<file path="config.mk">
export PLATFORM = sky130hd
export DESIGN_NAME = adc_seq_top
export DESIGN_NICKNAME = d
export VERILOG_FILES = /design/src/rtl/adc_seq_pkg.sv /design/src/rtl/adc_tick_div.sv /design/src/rtl/adc_trig_edge.sv /design/src/rtl/adc_sar_core.sv /design/src/rtl/adc_seq_top.sv
export SDC_FILE = /design/constraint.sdc
export NUM_CORES = 1
export LEC_CHECK = 0
export BUFFER_PORTS_ARGS = -buffer_cell sky130_fd_sc_hd__buf_4
export CORE_AREA = 5 5 113 137
export DETAILED_ROUTE_END_ITERATION = 12
export DIE_AREA = 0 0 118 142
export PLACE_DENSITY_LB_ADDON = 0.08
export SLEW_MARGIN = 30
export SYNTH_ARGS = -nofsm -noshare
export SYNTH_HDL_FRONTEND = slang
export SYNTH_HIERARCHICAL = 1
export SYNTH_SLANG_ARGS = --single-unit
export TNS_END_PERCENT = 5
</file>
<file path="constraint.sdc">
create_clock -name clk -period 5.5 [get_ports clk]
set_input_delay 1.65 -clock clk [delete_from_list [all_inputs] [get_ports clk]]
set_output_delay 1.65 -clock clk [all_outputs]
set_load 0.01 [all_outputs]
</file>
<file path="src/rtl/adc_seq_pkg.sv">
package adc_seq_pkg;
   localparam int REG_CTRL  = 0;
   localparam int REG_START = 1;
   localparam int REG_IRQEN = 2;
   localparam int RES_BASE  = 8;

   typedef enum logic [1:0] {
      TRG_NONE  = 2'd0,
      TRG_PIN   = 2'd1,
      TRG_TIMER = 2'd2,
      TRG_RSVD  = 2'd3
   } trg_src_e;

   typedef enum logic [1:0] {
      SAR_IDLE   = 2'd0,
      SAR_SAMPLE = 2'd1,
      SAR_TRIAL  = 2'd2
   } sar_state_e;
endpackage

</file>
<file path="src/rtl/adc_tick_div.sv">
module adc_tick_div #(
   parameter int DIV_W = 8
) (
   input  logic             clk,
   input  logic             rst_n,
   input  logic             hold,
   input  logic [DIV_W-1:0] div,
   output logic             tick
);
   logic [DIV_W-1:0] cnt_q;

   // >= keeps the count bounded when the divider shrinks mid-count
   assign tick = !hold && (cnt_q >= div);

   always_ff @(posedge clk or negedge rst_n) begin
      if (!rst_n)
         cnt_q <= '0;
      else if (hold || tick)
         cnt_q <= '0;
      else
         cnt_q <= cnt_q + 1'b1;
   end
endmodule

</file>
<file path="src/rtl/adc_trig_edge.sv">
module adc_trig_edge #(
   parameter int SYNC = 2
) (
   input  logic clk,
   input  logic rst_n,
   input  logic din,
   input  logic fall_sel,
   output logic edge_p
);
   logic [SYNC-1:0] stg;
   logic            prev_q;

   for (genvar s = 0; s < SYNC; s++) begin : g_stg
      if (s == 0) begin : g_first
         always_ff @(posedge clk or negedge rst_n) begin
            if (!rst_n) stg[0] <= 1'b0;
            else        stg[0] <= din;
         end
      end else begin : g_next
         always_ff @(posedge clk or negedge rst_n) begin
            if (!rst_n) stg[s] <= 1'b0;
            else        stg[s] <= stg[s-1];
         end
      end
   end

   always_ff @(posedge clk or negedge rst_n) begin
      if (!rst_n) prev_q <= 1'b0;
      else        prev_q <= stg[SYNC-1];
   end

   assign edge_p = fall_sel ? (prev_q && !stg[SYNC-1]) : (!prev_q && stg[SYNC-1]);
endmodule

</file>
<file path="src/rtl/adc_sar_core.sv">
module adc_sar_core
   import adc_seq_pkg::*;
#(
   parameter int RES = 10
) (
   input  logic           clk,
   input  logic           rst_n,
   input  logic           abort,
   input  logic           start,
   input  logic           tick,
   input  logic           cmp,
   output logic           busy,
   output logic           sampling,
   output logic [RES-1:0] trial,
   output logic           done_p,
   output logic [RES-1:0] result
);
   localparam int BI_W = $clog2(RES);

   sar_state_e     st_q;
   logic [RES-1:0] acc_q;
   logic [BI_W-1:0] bi_q;
   logic [RES-1:0] bit_oh;

   assign bit_oh   = RES'(1) << bi_q;
   assign busy     = (st_q != SAR_IDLE);
   assign sampling = (st_q == SAR_SAMPLE);
   assign trial    = (st_q == SAR_TRIAL) ? (acc_q | bit_oh) : '0;

   always_ff @(posedge clk or negedge rst_n) begin
      if (!rst_n) begin
         st_q   <= SAR_IDLE;
         acc_q  <= '0;
         bi_q   <= '0;
         done_p <= 1'b0;
         result <= '0;
      end else begin
         done_p <= 1'b0;
         if (abort) begin
            st_q <= SAR_IDLE;
         end else begin
            case (st_q)
               SAR_IDLE: if (start) begin
                  st_q  <= SAR_SAMPLE;
                  acc_q <= '0;
               end
               SAR_SAMPLE: if (tick) begin
                  st_q <= SAR_TRIAL;
                  bi_q <= BI_W'(RES - 1);
               end
               SAR_TRIAL: if (tick) begin
                  acc_q <= acc_q | (cmp ? bit_oh : '0);
                  if (bi_q == '0) begin
                     st_q   <= SAR_IDLE;
                     done_p <= 1'b1;
                     result <= acc_q | (cmp ? bit_oh : '0);
                  end else begin
                     bi_q <= bi_q - 1'b1;
                  end
               end
               default: st_q <= SAR_IDLE;
            endcase
         end
      end
   end
endmodule

</file>
<file path="src/rtl/adc_seq_top.sv">
module adc_seq_top
   import adc_seq_pkg::*;
#(
   parameter  int NCH    = 8,
   parameter  int RES    = 10,
   parameter  int DIV_W  = 8,
   parameter  int ADDR_W = 4,
   parameter  int SYNC   = 2,
   localparam int WD_W   = 21,
   localparam int RD_W   = 32,
   localparam int CH_W   = (NCH > 1) ? $clog2(NCH) : 1
) (
   input  logic              clk,
   input  logic              rst_n,
   input  logic              bus_valid,
   input  logic              bus_write,
   input  logic [ADDR_W-1:0] bus_addr,
   input  logic [WD_W-1:0]   bus_wdata,
   output logic [RD_W-1:0]   bus_rdata,
   input  logic              trig_pin,
   input  logic              trig_timer,
   input  logic              adc_cmp,
   output logic [CH_W-1:0]   mux_sel,
   output logic [RES-1:0]    dac_code,
   output logic              sample_en,
   output logic              irq
);
   // elaboration-time parameter checks
   if (NCH < 2 || NCH > 8)             begin : g_bad_nch  $error("NCH out of range");   end
   if (DIV_W < 1 || DIV_W > 8)         begin : g_bad_div  $error("DIV_W out of range"); end
   if (RES < 2 || RES > 16)            begin : g_bad_res  $error("RES out of range");   end
   if (SYNC < 2)                       begin : g_bad_sync $error("SYNC below 2");       end
   if ((1 << ADDR_W) < RES_BASE + NCH) begin : g_bad_addr $error("ADDR_W too small");   end

   logic [NCH-1:0]   mask_q, irq_en_q;
   logic [DIV_W-1:0] div_q;
   logic             burst_q, pdown_q, fall_q;
   trg_src_e         src_q;
   logic [CH_W-1:0]  conv_ch_q;

   logic wr, rd, sw_start, tick, pin_edge, tmr_edge, hw_edge, start_req;
   logic core_busy, conv_done;
   logic [RES-1:0]     conv_res;
   logic [NCH-1:0]     done_vec, ovr_vec;
   logic [NCH*RES-1:0] res_flat;

   function automatic logic [CH_W-1:0] next_chan(input logic [NCH-1:0] m,
                                                input logic [CH_W-1:0] cur);
      int idx;
      next_chan = cur;
      for (int i = NCH; i >= 1; i--) begin
         idx = (int'(cur) + i) % NCH;
         if (m[idx]) next_chan = CH_W'(idx);
      end
   endfunction

   assign wr       = bus_valid && bus_write;
   assign rd       = bus_valid && !bus_write;
   assign sw_start = wr && (bus_addr == ADDR_W'(REG_START)) && bus_wdata[0];

   always_ff @(posedge clk or negedge rst_n) begin
      if (!rst_n) begin
         mask_q   <= '0;
         div_q    <= '0;
         burst_q  <= 1'b0;
         pdown_q  <= 1'b0;
         src_q    <= TRG_NONE;
         fall_q   <= 1'b0;
         irq_en_q <= '0;
      end else if (wr) begin
         if (bus_addr == ADDR_W'(REG_CTRL)) begin
            mask_q  <= bus_wdata[NCH-1:0];
            div_q   <= bus_wdata[8 +: DIV_W];
            burst_q <= bus_wdata[16];
            pdown_q <= bus_wdata[17];
            src_q   <= trg_src_e'(bus_wdata[19:18]);
            fall_q  <= bus_wdata[20];
         end
         if (bus_addr == ADDR_W'(REG_IRQEN))
            irq_en_q <= bus_wdata[NCH-1:0];
      end
   end

   adc_tick_div #(.DIV_W(DIV_W)) u_div (
      .clk(clk), .rst_n(rst_n), .hold(pdown_q), .div(div_q), .tick(tick)
   );

   adc_trig_edge #(.SYNC(SYNC)) u_pin (
      .clk(clk), .rst_n(rst_n), .din(trig_pin), .fall_sel(fall_q), .edge_p(pin_edge)
   );

   adc_trig_edge #(.SYNC(SYNC)) u_tmr (
      .clk(clk), .rst_n(rst_n), .din(trig_timer), .fall_sel(fall_q), .edge_p(tmr_edge)
   );

   assign hw_edge   = ((src_q == TRG_PIN) && pin_edge) || ((src_q == TRG_TIMER) && tmr_edge);
   assign start_req = !pdown_q && (|mask_q) && !core_busy && (burst_q || sw_start || hw_edge);

   always_ff @(posedge clk or negedge rst_n) begin
      if (!rst_n)
         conv_ch_q <= CH_W'(NCH - 1);
      else if (start_req)
         conv_ch_q <= burst_q ? next_chan(mask_q, conv_ch_q)
                              : next_chan(mask_q, CH_W'(NCH - 1));
   end

   adc_sar_core #(.RES(RES)) u_sar (
      .clk(clk), .rst_n(rst_n), .abort(pdown_q), .start(start_req), .tick(tick),
      .cmp(adc_cmp), .busy(core_busy), .sampling(sample_en), .trial(dac_code),
      .done_p(conv_done), .result(conv_res)
   );

   assign mux_sel = conv_ch_q;

   for (genvar k = 0; k < NCH; k++) begin : g_res
      logic [RES-1:0] val_q;
      logic           done_q, ovr_q, wr_k, rd_k;

      assign wr_k = conv_done && (conv_ch_q == CH_W'(k));
      assign rd_k = rd && (bus_addr == ADDR_W'(RES_BASE + k));

      always_ff @(posedge clk or negedge rst_n) begin
         if (!rst_n) begin
            val_q  <= '0;
            done_q <= 1'b0;
            ovr_q  <= 1'b0;
         end else if (wr_k) begin
            val_q  <= conv_res;
            done_q <= 1'b1;
            ovr_q  <= done_q && !rd_k;
         end else if (rd_k) begin
            done_q <= 1'b0;
            ovr_q  <= 1'b0;
         end
      end

      assign res_flat[k*RES +: RES] = val_q;
      assign done_vec[k]            = done_q;
      assign ovr_vec[k]             = ovr_q;
   end

   assign irq = |(done_vec & irq_en_q);

   always_comb begin
      bus_rdata = '0;
      if (bus_addr == ADDR_W'(REG_CTRL)) begin
         bus_rdata[NCH-1:0]    = mask_q;
         bus_rdata[8 +: DIV_W] = div_q;
         bus_rdata[16]         = burst_q;
         bus_rdata[17]         = pdown_q;
         bus_rdata[19:18]      = src_q;
         bus_rdata[20]         = fall_q;
      end
      if (bus_addr == ADDR_W'(REG_IRQEN))
         bus_rdata[NCH-1:0] = irq_en_q;
      for (int k = 0; k < NCH; k++) begin
         if (bus_addr == ADDR_W'(RES_BASE + k)) begin
            bus_rdata[RES-1:0] = res_flat[k*RES +: RES];
            bus_rdata[30]      = ovr_vec[k];
            bus_rdata[31]      = done_vec[k];
         end
      end
   end
endmodule

</file>
Word level (Yosys, flattened, before mapping)
Index checks and enable logic that the tools add are counted.
{ "op_classes": {"addsub": 10, "magnitude_cmp": 9, "n_eq_ne": 30, "n_shift": 1, "muxes": 104, "bitwise": 12, "reduce_logical": 89} }
{ "op_table": {"columns": ["operator", "count"], "rows": [
  ["10-bit 2-to-1 mux", 12],
  ["1-bit 2-to-1 mux", 47],
  ["3-bit 2-to-1 mux", 15],
  ["4-bit by 5-bit less-than comparator with 1-bit output, second input constant", 8],
  ["1-bit logical AND", 38],
  ["4-bit == test, second input constant", 8],
  ["2-bit 2-to-1 mux", 13],
  ["1-bit binary-select mux with 3-bit select", 8],
  ["3-bit OR reduction", 8],
  ["2-bit nonzero test", 11],
  ["21-bit 2-to-1 mux", 1],
  ["10-bit OR", 2],
  ["10-bit one-hot mux with 2 select lines", 1],
  ["8-bit 2-to-1 mux", 2],
  ["8-bit OR reduction", 2],
  ["1-bit zero test", 15],
  ["3-bit adder, second input constant", 4],
  ["3-bit == test, second input constant", 4],
  ["4-bit 2-to-1 mux", 3],
  ["4-bit AND reduction", 3],
  ["1-bit by 4-bit << shifter with 10-bit output, first input constant", 1],
  ["3-bit != test, second input constant", 3],
  ["9-bit by 1-bit != test with 1-bit output, second input constant", 1],
  ["8-bit by 1-bit adder with 8-bit output, second input constant", 1],
  ["24 further kinds", 44]
]} }
{ "totals": {"regBits": 169, "in_bits": 32, "elab_cells": 299} }

Logic depth before layout (Yosys ltp)
Gate-level depths: netlist (run 1).
{ "depth": {"ltp_word": 15, "ltp_mapped": 10, "depth_no_buf": 9} }

Cells and area by module
The synthesis (run 1) kept the hierarchy.
{ "by_module_without_submodules": {"columns": ["mod", "n_inst", "cells_each", "area_each_um2", "seq_area_each_um2"], "rows": [
  ["adc_seq_top", 1, 558, 6643.9, 3206.8],
  ["adc_sar_core", 1, 157, 1451.4, 675.6],
  ["adc_tick_div", 1, 58, 625.6, 200.2],
  ["adc_trig_edge", 2, 6, 97.6, 75.1]
]} }

Worst setup path before layout (run 1)
Ideal clock, no wire load.
{ "synth_timing": {"path_kind": "input -> output", "from": "input bus_addr[1]", "to": "output bus_rdata[8]", "arrival_ns": 3.125, "required_time_ns": 3.850, "setup_slack_ns": 0.725, "stages": 7, "path_buffers": 2, "cell_sequence": "clkbuf_1 nor4_1 clkbuf_1 a22oi_1 nand4_1 o21ai_0 a31oi_1"} }
{ "synth_via": {"elab_chain_cells": 10} }
{ "synth_rtl": {"columns": ["item", "line", "source"], "rows": [
  ["from (decl)", "adc_seq_top.sv:17", "input logic [ADDR_W-1:0] bus_addr,"],
  ["4-bit zero test", "adc_seq_top.sv:146", "if (bus_addr == ADDR_W'(REG_CTRL)) begin"],
  ["21-bit 2-to-1 mux", "adc_seq_top.sv:146", null],
  ["10-bit 2-to-1 mux (7 in series)", "adc_seq_top.sv:157", "if (bus_addr == ADDR_W'(RES_BASE + k)) begin"],
  ["10-bit 2-to-1 mux *", "adc_seq_top.sv:157", null],
  ["to (decl)", "adc_seq_top.sv:19", "output logic [RD_W-1:0] bus_rdata,"]
]} }
Mark *: on every way between the ends. The rest lies on a longest branch, timed or not.

Final worst setup path (run 1)
{ "layout_timing": {"from": "input bus_addr[0]", "to": "output bus_rdata[6]"} }
{ "layout_via": {"elab_chain_cells": 11} }
{ "layout_rtl": {"columns": ["item", "line", "source"], "rows": [
  ["4-bit zero test", "adc_seq_top.sv:146", null],
  ["21-bit 2-to-1 mux", "adc_seq_top.sv:146", null],
  ["8-bit 2-to-1 mux", "adc_seq_top.sv:154", "if (bus_addr == ADDR_W'(REG_IRQEN))"],
  ["10-bit 2-to-1 mux (7 in series)", "adc_seq_top.sv:157", null],
  ["10-bit 2-to-1 mux *", "adc_seq_top.sv:157", null]
]} }
Marks and branches as above.

==> impl_metrics.tcl, run 1 <==
set metrics [dict create \
    status "completed" \
    grt_pass1_wl_um 36500 \
    place_congestion 1.01 \
    drt_iter0_drc 568 \
    synth-edff-count 0 \
    grtUsageMet1 0.347 \
    synthTopCellsByArea "dfrtp_1 (47%), mux2_2 (15%), a22oi_1 (3.2%), ha_1 (2.9%), mux2i_1 (2.4%)" \
    multiInputGateArea_um2 4360 \
    ios 79 \
    arrival_ps 3240 \
    die-area_um2 16800 \
    worstMarginPinSlew_ps 966 \
    syn2layout_area_growth_pct 13.8 \
    grt_start_max_net_pins 114 \
    clockBufferDepth 2 \
    fmax_ghz 0.205 \
    numPlacedInstances 998 \
    syn_area_per_cell_um2 11.4 \
    drive_above_1_share 0.317 \
    ys_ff_latch 169 \
    diodes 0 \
    post-route-period-util 0.888 \
    grt_overflow 0 \
    vdd_ir_drop_max_uv 408 \
    yosys_warnings 6 \
    routed_wl_um 22400 \
    worstHoldStart "u_pin/stg[0]" \
    clock_sinks 169 \
    drc 0 \
    ff_latch_area_um2 4230 \
    drv_slew 0 \
    grt.met2_usage 0.473 \
    worstReg2RegStart "mux_sel[0]" \
    core-area_um2 14100 \
    end_kind "primary output" \
    cp-startpoint "bus_addr[0]" \
    postSynthCellCount 785 \
    cts_root_buf "clkbuf_16" \
    synth_top_area_cell "dfrtp_1" \
    hold_viol_final 0 \
    ys_seq_area_frac 0.475 \
    maxSlewHeadroom 0.354 \
    ant_nets 0 \
    leakage_nw 4.83 \
    hold_buffers 0 \
    syn-cell-area_um2 8920 \
    cts_resized 0 \
    skew_ps 12.0 \
    cts_tree "done" \
    yosysUniqueCellTypes 76 \
    worstPathRequired_ps 3850 \
    grt_pass1_vias 6771 \
    die_y_um 142 \
    rsz0062_at_grt "no" \
    clock_latency_ps 430 \
    period_minus_slack_ps 4890 \
    clk_pin_slew_ps 60 \
    postCtsSetupBuffers 0 \
    port_buffers 69 \
    wl_per_cell_um 21.7 \
    num_vias 6624 \
    ys.flop_type "dfrtp_1" \
    crit_type "in2out" \
    vias_per_cell 6.43 \
    setup_viol 0 \
    stdcell_count 1030 \
    grtUsageMet3 0.0493 \
    grt.busiest_layer "met2" \
    power_density_nw_per_um2 415 \
    grt_usage 0.276 \
    setup-tns-final_ps 0 \
    antenna_found_initial 0 \
    dr.pass1.iters 7 \
    htree_levels 4 \
    num_rows 48 \
    synth-async-reset-ratio 1.00 \
    yosysTopAreaCellShare 0.466 \
    start_util 0.634 \
    maxCapViolCount 0 \
    nFillCells 1033 \
    path_max_fanout 14 \
    startpoint_type "input pin" \
    dieWidth_um 118 \
    hp-class "reg2reg" \
    dp_hpwl_um 15900 \
    final_nets 895 \
    cts_buffers 17 \
]
==> metal layers <==
| layer | vias up | routed length [um] |
|---|---|---|
| met1 | 3328 | 8760 |
| met2 | 268 | 11500 |
| met4 | 0 | 844 |
| met5 | - | 0 |
| li1 | 2969 | - |
| met3 | 59 | 1290 |
==> synth_stat cells (7+ instances only) <==
library cell    n
a21oi_1        38
a22oi_1        38
a31oi_1        17
and2_1         13
buf_4          10
clkbuf_1       28
dfrtp_1       166
ha_1           21
inv_1          29
mux2_2        116
mux2i_1        21
mux4_2          8
nand2_1        52
nand2b_1        9
nand3_1         9
nand4_1         7
nor2_1         45
nor2b_1         9
nor3_2          7
o21ai_0        24
==> power by group <==
part           switching [mW]  internal [mW]  total, mW  leakage, nW
logic                   0.652          0.605       1.26         2.34
clock network           0.503          0.731       1.23        0.291
registers               0.298           1.42       1.72         2.20
total                    1.45           2.76       4.21         4.83
==> metrics by stage <==
| step | hold slack, ps | power [mW] | area [um^2] | util | setup WS, ps |
|---|---|---|---|---|---|
| after floorplan | 331 | 2.61 | 8950 | - | 725 |
| after global placement | 334 | 2.93 | 9530 | 0.678 | 701 |
| after detailed placement | 336 | 2.98 | 9540 | 0.679 | 620 |
| after CTS | 350 | 4.22 | 10100 | 0.722 | 615 |
| after global routing | 364 | 4.44 | 10100 | 0.722 | 471 |
| final | 348 | 4.21 | 10100 | 0.722 | 614 |
==> cell usage in the layout (no fill, tap or decap), types with 4 or more instances in the layout <==
cell type | Yosys | routed
nand4_1 | 7 | 7
ha_1 | 21 | 21
nor3_2 | 7 | 7
mux2i_1 | 21 | 21
a21o_1 | 4 | 4
o211ai_1 | 6 | 6
o21ai_0 | 24 | 24
nand2b_1 | 9 | 9
mux2_2 | 116 | 116
inv_6 | 0 | 4
nor3_1 | 6 | 6
conb_1 | 1 | 9
clkbuf_16 | 0 | 17
xor2_1 | 5 | 5
a41oi_1 | 4 | 4
buf_4 | 10 | 77
a22oi_1 | 38 | 38
a31oi_1 | 17 | 17
mux4_2 | 8 | 8
nor2_1 | 45 | 45
a222oi_1 | 4 | 4
nor2b_1 | 9 | 9
and2_1 | 13 | 13
a221oi_1 | 5 | 5
nand3_1 | 9 | 9
a21oi_1 | 38 | 38
nand2_1 | 52 | 52
dfrtp_1 | 166 | 166
nand3b_1 | 4 | 4
inv_1 | 29 | 29
==> cell families (layout without fill, tap and decap cells) <==
logic type,after synthesis,after routing,synth area share
AND/OR/NAND/NOR,193,193,0.115
flip-flops,169,169,0.475
AO/OA/AOI/OAI,165,165,0.129
multiplexers,150,150,0.202
buffers and inverters,78,140,0.0401
adder cells (fa/ha/maj),21,21,0.0295
XOR/XNOR,8,8,0.00870
other,1,9,0.000421
==> flip-flops by register name, indices dropped and copies added, names as in the netlist, 3 cells and up <==
signal and flops:
g_res.done_q 8, irq_en_q 8, u_sar/bi_q 4, g_res.ovr_q 8, u_div/cnt_q 8, u_sar/result 10
g_res.val_q 80, mux_sel 3, u_sar/acc_q 10, mask_q 8, div_q 8
==> critical path, stage by stage <==
cell and delay [ps]:
buf_4 160, nand2b_1 160, nor2_1 60, buf_4 190, a222oi_1 330, a31oi_1 130
a221oi_1 280, nand2_1 100, buf_4 160
==> worst paths after layout <==
path | slack [ps] | endpoint | cells after the start
max | 610 | bus_rdata[6] | 9
min | 350 | u_pin/stg[1] | 0
max reg2reg | 1840 | mux_sel[1] | 8
min reg2reg | 350 | u_pin/stg[1] | 0
max in group asynchronous | 3390 | g_res[3].val_q[4] | 2
min in group asynchronous | 1300 | mask_q[1] | 1
==> layout make-up <==
class / instances / share of cell area
Clock buffer: 19 / 0.0437
Clock inverter: 13 / 0.0164
Inverter: 29 / 0.0107
Multi-Input combinational cell: 546 / 0.430
Sequential cell: 169 / 0.417
Tap cell: 175 / 0.0216
Timing Repair Buffer: 79 / 0.0604
Note: power is estimated with default switching activity, not from simulation.
==> inputs of run 2 (changes only) <==
--- a/config.mk
+++ b/config.mk
@@ -5,10 +5,11 @@
 export SDC_FILE = /design/constraint.sdc
 export NUM_CORES = 1
 export LEC_CHECK = 0
+export ABC_AREA = 1
 export BUFFER_PORTS_ARGS = -buffer_cell sky130_fd_sc_hd__buf_4
-export CORE_AREA = 5 5 113 137
+export CORE_AREA = 5 5 112 135
 export DETAILED_ROUTE_END_ITERATION = 12
-export DIE_AREA = 0 0 118 142
+export DIE_AREA = 0 0 117 140
 export PLACE_DENSITY_LB_ADDON = 0.08
 export SLEW_MARGIN = 30
 export SYNTH_ARGS = -nofsm -noshare
==> impl_metrics.tcl, run 2 <==
set metrics [dict create \
    postSynthCellCount 1107 \
    syn_area_per_cell_um2 7.88 \
    drt_iter0_drc 584 \
    stdcell_count 1346 \
    top_register "g_res.val_q" \
    hp-class "reg2reg" \
    rsz0062_at_grt "no" \
    cts_resized 0 \
    grt_pass1_vias 7303 \
    crit_type "in2out" \
    largest_reg_flops 80 \
    ant_nets 0 \
    syn-cell-area_um2 8730 \
    arrival_ps 3270 \
    worst-path-buf-inv 2 \
    synth_top_area_cell "dfrtp_1" \
    multiInputGateArea_um2 3770 \
    ff_latch_area_um2 4230 \
    fmax_ghz 0.203 \
    worstPathRequired_ps 3850 \
    dr.pass1.iters 5 \
    slowest_stage "o21ai_0" \
    yosysUniqueCellTypes 44 \
    synth-async-reset-ratio 1.00 \
    die_y_um 140 \
    yosysTopAreaCellShare 0.476 \
    synth_most_common_cell "nand2_1" \
    num_rows 47 \
    vdd_ir_drop_max_uv 358 \
    numPlacedInstances 1314 \
    worstMarginPinSlew_ps 787 \
    synth_common_cells "nand2_1 (326), dfrtp_1 (166), inv_1 (124)" \
    antenna_found_initial 0 \
    drv_slew 0 \
    critical-path-top-delay-family "simple AND/OR/NAND/NOR gates" \
    yosys_warnings 6 \
    nFillCells 1107 \
    maxCapViolCount 0 \
    cts_buffers 17 \
    ys_seq_area_frac 0.485 \
    clk_pin_slew_ps 60 \
    worst_slack_ps 577 \
    cpPeakStageDelay_ps 370 \
    hold_viol_final 0 \
    synth-edff-count 0 \
    post-route-period-util 0.895 \
    grt_pass1_wl_um 35500 \
    period_minus_slack_ps 4920 \
    grt_usage 0.274 \
    dpl_worst_slack_ps 615 \
    start_util 0.640 \
    dpl-instance-area_um2 9290 \
    startpoint_type "input pin" \
    dp_hpwl_um 15100 \
    leakage_nw 5.23 \
    synthTopCellsByArea "dfrtp_1 (48%), nand2_1 (14%), o21ai_0 (7.0%), inv_1 (5.3%), nand3_1 (3.5%)" \
    crit_chain "buf_4 > nor2_1 > nand2_1 > o21ai_0 > nand4_1 > o21ai_0 > nand3_1 > buf_4" \
    cts_tree "done" \
    ys_ff_latch 169 \
    maxSlewHeadroom 0.476 \
    dieWidth_um 117 \
    skew_ps 7.74 \
    die-area_um2 16400 \
    port_buffers 69 \
    setup_viol 0 \
    setup-tns-final_ps 0 \
    path_max_fanout 12 \
    clock_sinks 169 \
    grt_start_max_net_pins 101 \
    postCtsSetupBuffers 0 \
    final_cell_mix "nand2_1 (326), dfrtp_1 (166), inv_1 (124)" \
    power_density_nw_per_um2 378 \
    status "completed" \
    hold_depth 0 \
    num_vias 7467 \
    finalInstanceArea_um2 9920 \
    ys.flop_type "dfrtp_1" \
    htree_levels 4 \
    final_common_cell "nand2_1" \
    final_nets 1215 \
    clock_latency_ps 430 \
    ios 79 \
    routed_wl_um 21300 \
    wl_per_cell_um 15.8 \
    hold_buffers 0 \
    reg2reg_depth 12 \
    drive_above_1_share 0.136 \
    reg_top3 "g_res.val_q: 80 flops, u_sar/acc_q: 10 flops, u_sar/result: 10 flops" \
    cts_root_buf "clkbuf_16" \
    place_congestion 0.918 \
    vias_per_cell 5.55 \
    cp_num_cells 8 \
    end_kind "primary output" \
    diodes 0 \
    syn2layout_area_growth_pct 13.6 \
    drc 0 \
    grt_overflow 0 \
    clockBufferDepth 2 \
    core-area_um2 13600 \
]
-- run 2: cell types whose count changed in the layout (fill, tap and decap cells not counted), moves of 11 or more --
| cell | previous run | this run |
|---|---|---|
| nor2_1 | 45 | 70 |
| o21ai_1 | 0 | 19 |
| and2_1 | 13 | 0 |
| nand3_1 | 9 | 61 |
| a22oi_1 | 38 | 0 |
| nand2_1 | 52 | 326 |
| nand2_2 | 2 | 15 |
| o21ai_0 | 24 | 122 |
| nand3_2 | 0 | 12 |
| mux2_2 | 116 | 1 |
| a31oi_1 | 17 | 6 |
| inv_1 | 29 | 124 |
| mux2i_1 | 21 | 0 |
-- run 2: cell families after synthesis --
| family | after synthesis | share of synthesized area |
|---|---|---|
| adders and majority gates | 21 | 0.0301 |
| xor gates and xnor gates | 9 | 0.00989 |
| AOI/OAI and AO/OA | 212 | 0.129 |
| muxes | 2 | 0.00301 |
| other | 1 | 0.000430 |
| DFF | 169 | 0.485 |
| and+or+nand+nor | 515 | 0.256 |
| buffers and inverters | 178 | 0.0864 |
-- run 2: worst paths after layout --
path                                 from                end  slack, ps
max                           bus_addr[1]       bus_rdata[5]        580
min                          u_pin/stg[0]       u_pin/stg[1]        350
max reg2reg                u_div/cnt_q[7]      u_sar/bi_q[1]       2850
min reg2reg                  u_pin/stg[0]       u_pin/stg[1]        350
max in group asynchronous           rst_n         mux_sel[2]       3320
min in group asynchronous           rst_n  g_res[5].val_q[9]       1290
-- run 2: stage by stage --
stage,utilization,total power [mW],hold WS (ps)
5_1_grt,0.727,3.97,371
6_report,0.727,3.75,348
3_3_place_gp,0.681,2.47,332
2_1_floorplan,-,2.25,331
3_5_place_dp,0.681,2.50,336
4_1_cts,0.727,3.76,348
-- run 2: power by group --
group	internal, mW	leakage (nW)	total, mW	switching (mW)
Clock	0.758	0.312	1.27	0.510
Combinational	0.362	2.73	0.997	0.634
Sequential	1.36	2.18	1.48	0.127
Total	2.48	5.23	3.75	1.27
-- run 2: final cells by class --
class,instances,share of cell area
inverters,131,0.0496
multi-input cells,768,0.380
flip-flops and latches,169,0.427
well taps,171,0.0216
repair buffers,75,0.0587
clock inverters,12,0.0163
clock buffers,20,0.0470
-- run 2: layer usage --
layer / GRT usage / routed length (um) / up-vias
li1: - / - / 3651
met1: 0.360 / 8910 / 3546
met2: 0.446 / 10700 / 211
met3: 0.0505 / 990 / 59
met4: 0.109 / 659 / 0
met5: 0 / 0 / -
==> inputs of run 3 (changes only) <==
==> constraint.sdc (replaced) <==
create_clock -name clk -period 5.85 [get_ports clk]
set_input_delay 1.755 -clock clk [delete_from_list [all_inputs] [get_ports clk]]
set_output_delay 1.755 -clock clk [all_outputs]
set_load 0.01 [all_outputs]
==> impl_metrics.tcl, run 3 (same netlist as run 2, synthesis figures left out) <==
set metrics [dict create \
    grt_usage 0.269 \
    vias_per_cell 5.56 \
    finalInstanceArea_um2 9880 \
    grt_overflow 0 \
    clock_latency_ps 440 \
    htree_levels 4 \
    setup_viol 0 \
    antenna_found_initial 0 \
    cts_resized 0 \
    power_density_nw_per_um2 350 \
    rsz0062_at_grt "no" \
    drc 0 \
    maxSlewHeadroom 0.459 \
    largest_reg_flops 80 \
    place_congestion 0.916 \
    diodes 0 \
    clockBufferDepth 2 \
    port_buffers 69 \
    grt_pass1_wl_um 34800 \
    ant_nets 0 \
    drv_slew 0 \
    grt_start_max_net_pins 86 \
    routed_wl_um 21100 \
    hp-class "reg2reg" \
    worstMarginPinSlew_ps 811 \
    swShare 0.343 \
    grt_pass1_vias 7093 \
    p_int_mw 2.27 \
    drt_iter0_drc 551 \
    vdd_ir_drop_max_uv 319 \
    cts_buffers 17 \
    cts_tree "done" \
    end_kind "primary output" \
    top_register "g_res.val_q" \
    wl_per_cell_um 15.7 \
    status "completed" \
    reg_top3 "g_res.val_q: 80 flops, u_sar/acc_q: 10 flops, u_sar/result: 10 flops" \
    path_max_fanout 13 \
    pwr-share-seq 0.403 \
    startpoint_type "input pin" \
    final_nets 1214 \
    clk_pin_slew_ps 60 \
    final_common_cell "nand2_1" \
    syn2layout_area_growth_pct 13.1 \
    die_y_um 140 \
    leakage_nw 5.18 \
    worstHoldStart "u_pin/stg[0]" \
    dpl-instance-area_um2 9280 \
    dp_hpwl_um 15000 \
    clock_sinks 169 \
    postCtsSetupBuffers 0 \
    num_vias 7478 \
    maxCapViolCount 0 \
    num_rows 47 \
    core-area_um2 13600 \
    ios 79 \
    dieWidth_um 117 \
    post-route-period-util 0.902 \
    nFillCells 1098 \
    hold_viol_final 0 \
    worstPathRequired_ps 4090 \
    hold_buffers 0 \
    die-area_um2 16400 \
    crit_type "in2out" \
    period_minus_slack_ps 5280 \
    comb_power_share 0.271 \
    setup-tns-final_ps 0 \
    cp-startpoint "bus_addr[1]" \
    final_cell_mix "nand2_1 (326), dfrtp_1 (166), inv_1 (124)" \
    dr.pass1.iters 6 \
    clkPwrFrac 0.326 \
    worstReg2RegStart "div_q[1]" \
    cts_root_buf "clkbuf_16" \
    fmax_ghz 0.189 \
    drive_above_1_share 0.135 \
    arrival_ps 3520 \
    switchingPower_mw 1.18 \
    start_util 0.640 \
    skew_ps 10.9 \
]
==> run 3: cell types whose count changed in the layout (fill, tap and decap cells not counted) <==
cell / change
buf_6: +1
inv_6: -2
clkbuf_8: -2
buf_4: -1
clkinv_2: -2
clkinvlp_4: +5
bufinv_16: -1
==> run 3: layer usage <==
| metal | vias up | GRT usage | routed length (um) |
|---|---|---|---|
| li1 | 3653 | - | - |
| met1 | 3506 | 0.360 | 8980 |
| met2 | 271 | 0.435 | 10400 |
| met3 | 48 | 0.0518 | 1170 |
| met4 | 0 | 0.102 | 538 |
| met5 | - | 0 | 0 |
==> run 3: critical path: stages <==
cell and delay [ps]:
buf_4 120, nor2_1 280, nand2_1 390, inv_1 450, a21oi_1 90, nand4_1 120
o21ai_0 100, nand3_1 100, buf_4 120
==> run 3: path summary, 6_finish.rpt <==
kind | to | slack [ps] | cells after the start
max in group asynchronous | u_sar/bi_q[2] | 3560 | 2
setup reg to reg | u_sar/bi_q[2] | 3140 | 15
min in group asynchronous | g_res[7].val_q[0] | 1360 | 1
hold reg to reg | u_pin/stg[1] | 350 | 0
setup / recovery | bus_rdata[3] | 570 | 9
hold / removal | u_pin/stg[1] | 350 | 0
==> run 3: area by class of cell <==
| cell class | count | area [um^2] | area share |
|---|---|---|---|
| Clock inverter | 12 | 141 | 0.0143 |
| Tap cell | 171 | 214 | 0.0217 |
| Clock buffer | 19 | 453 | 0.0459 |
| Timing Repair Buffer | 74 | 572 | 0.0579 |
| Multi-Input combinational cell | 768 | 3770 | 0.382 |
| Sequential cell | 169 | 4230 | 0.429 |
| Inverter | 131 | 492 | 0.0498 |
==> run 3: power by group through the flow <==
stage,Sequential (mW),Combinational [mW],Clock (mW)
final,1.39,0.936,1.13
after global routing,1.40,1.07,1.19
after CTS,1.39,0.938,1.14
after detailed placement,1.41,0.933,0
after global placement,1.41,0.918,0
after floorplan,1.36,0.758,0
==> run 3: through the flow <==
step                      setup WS, ps   util  hold slack [ps]  std cells  total power, mW
final                              572  0.724              350       1344             3.45
after global routing               427  0.724              367       1344             3.66
after CTS                          560  0.724              349       1344             3.47
after detailed placement           570  0.680              336       1313             2.34
after global placement             634  0.680              333       1313             2.32
after floorplan                   1370      -              331       1115             2.11
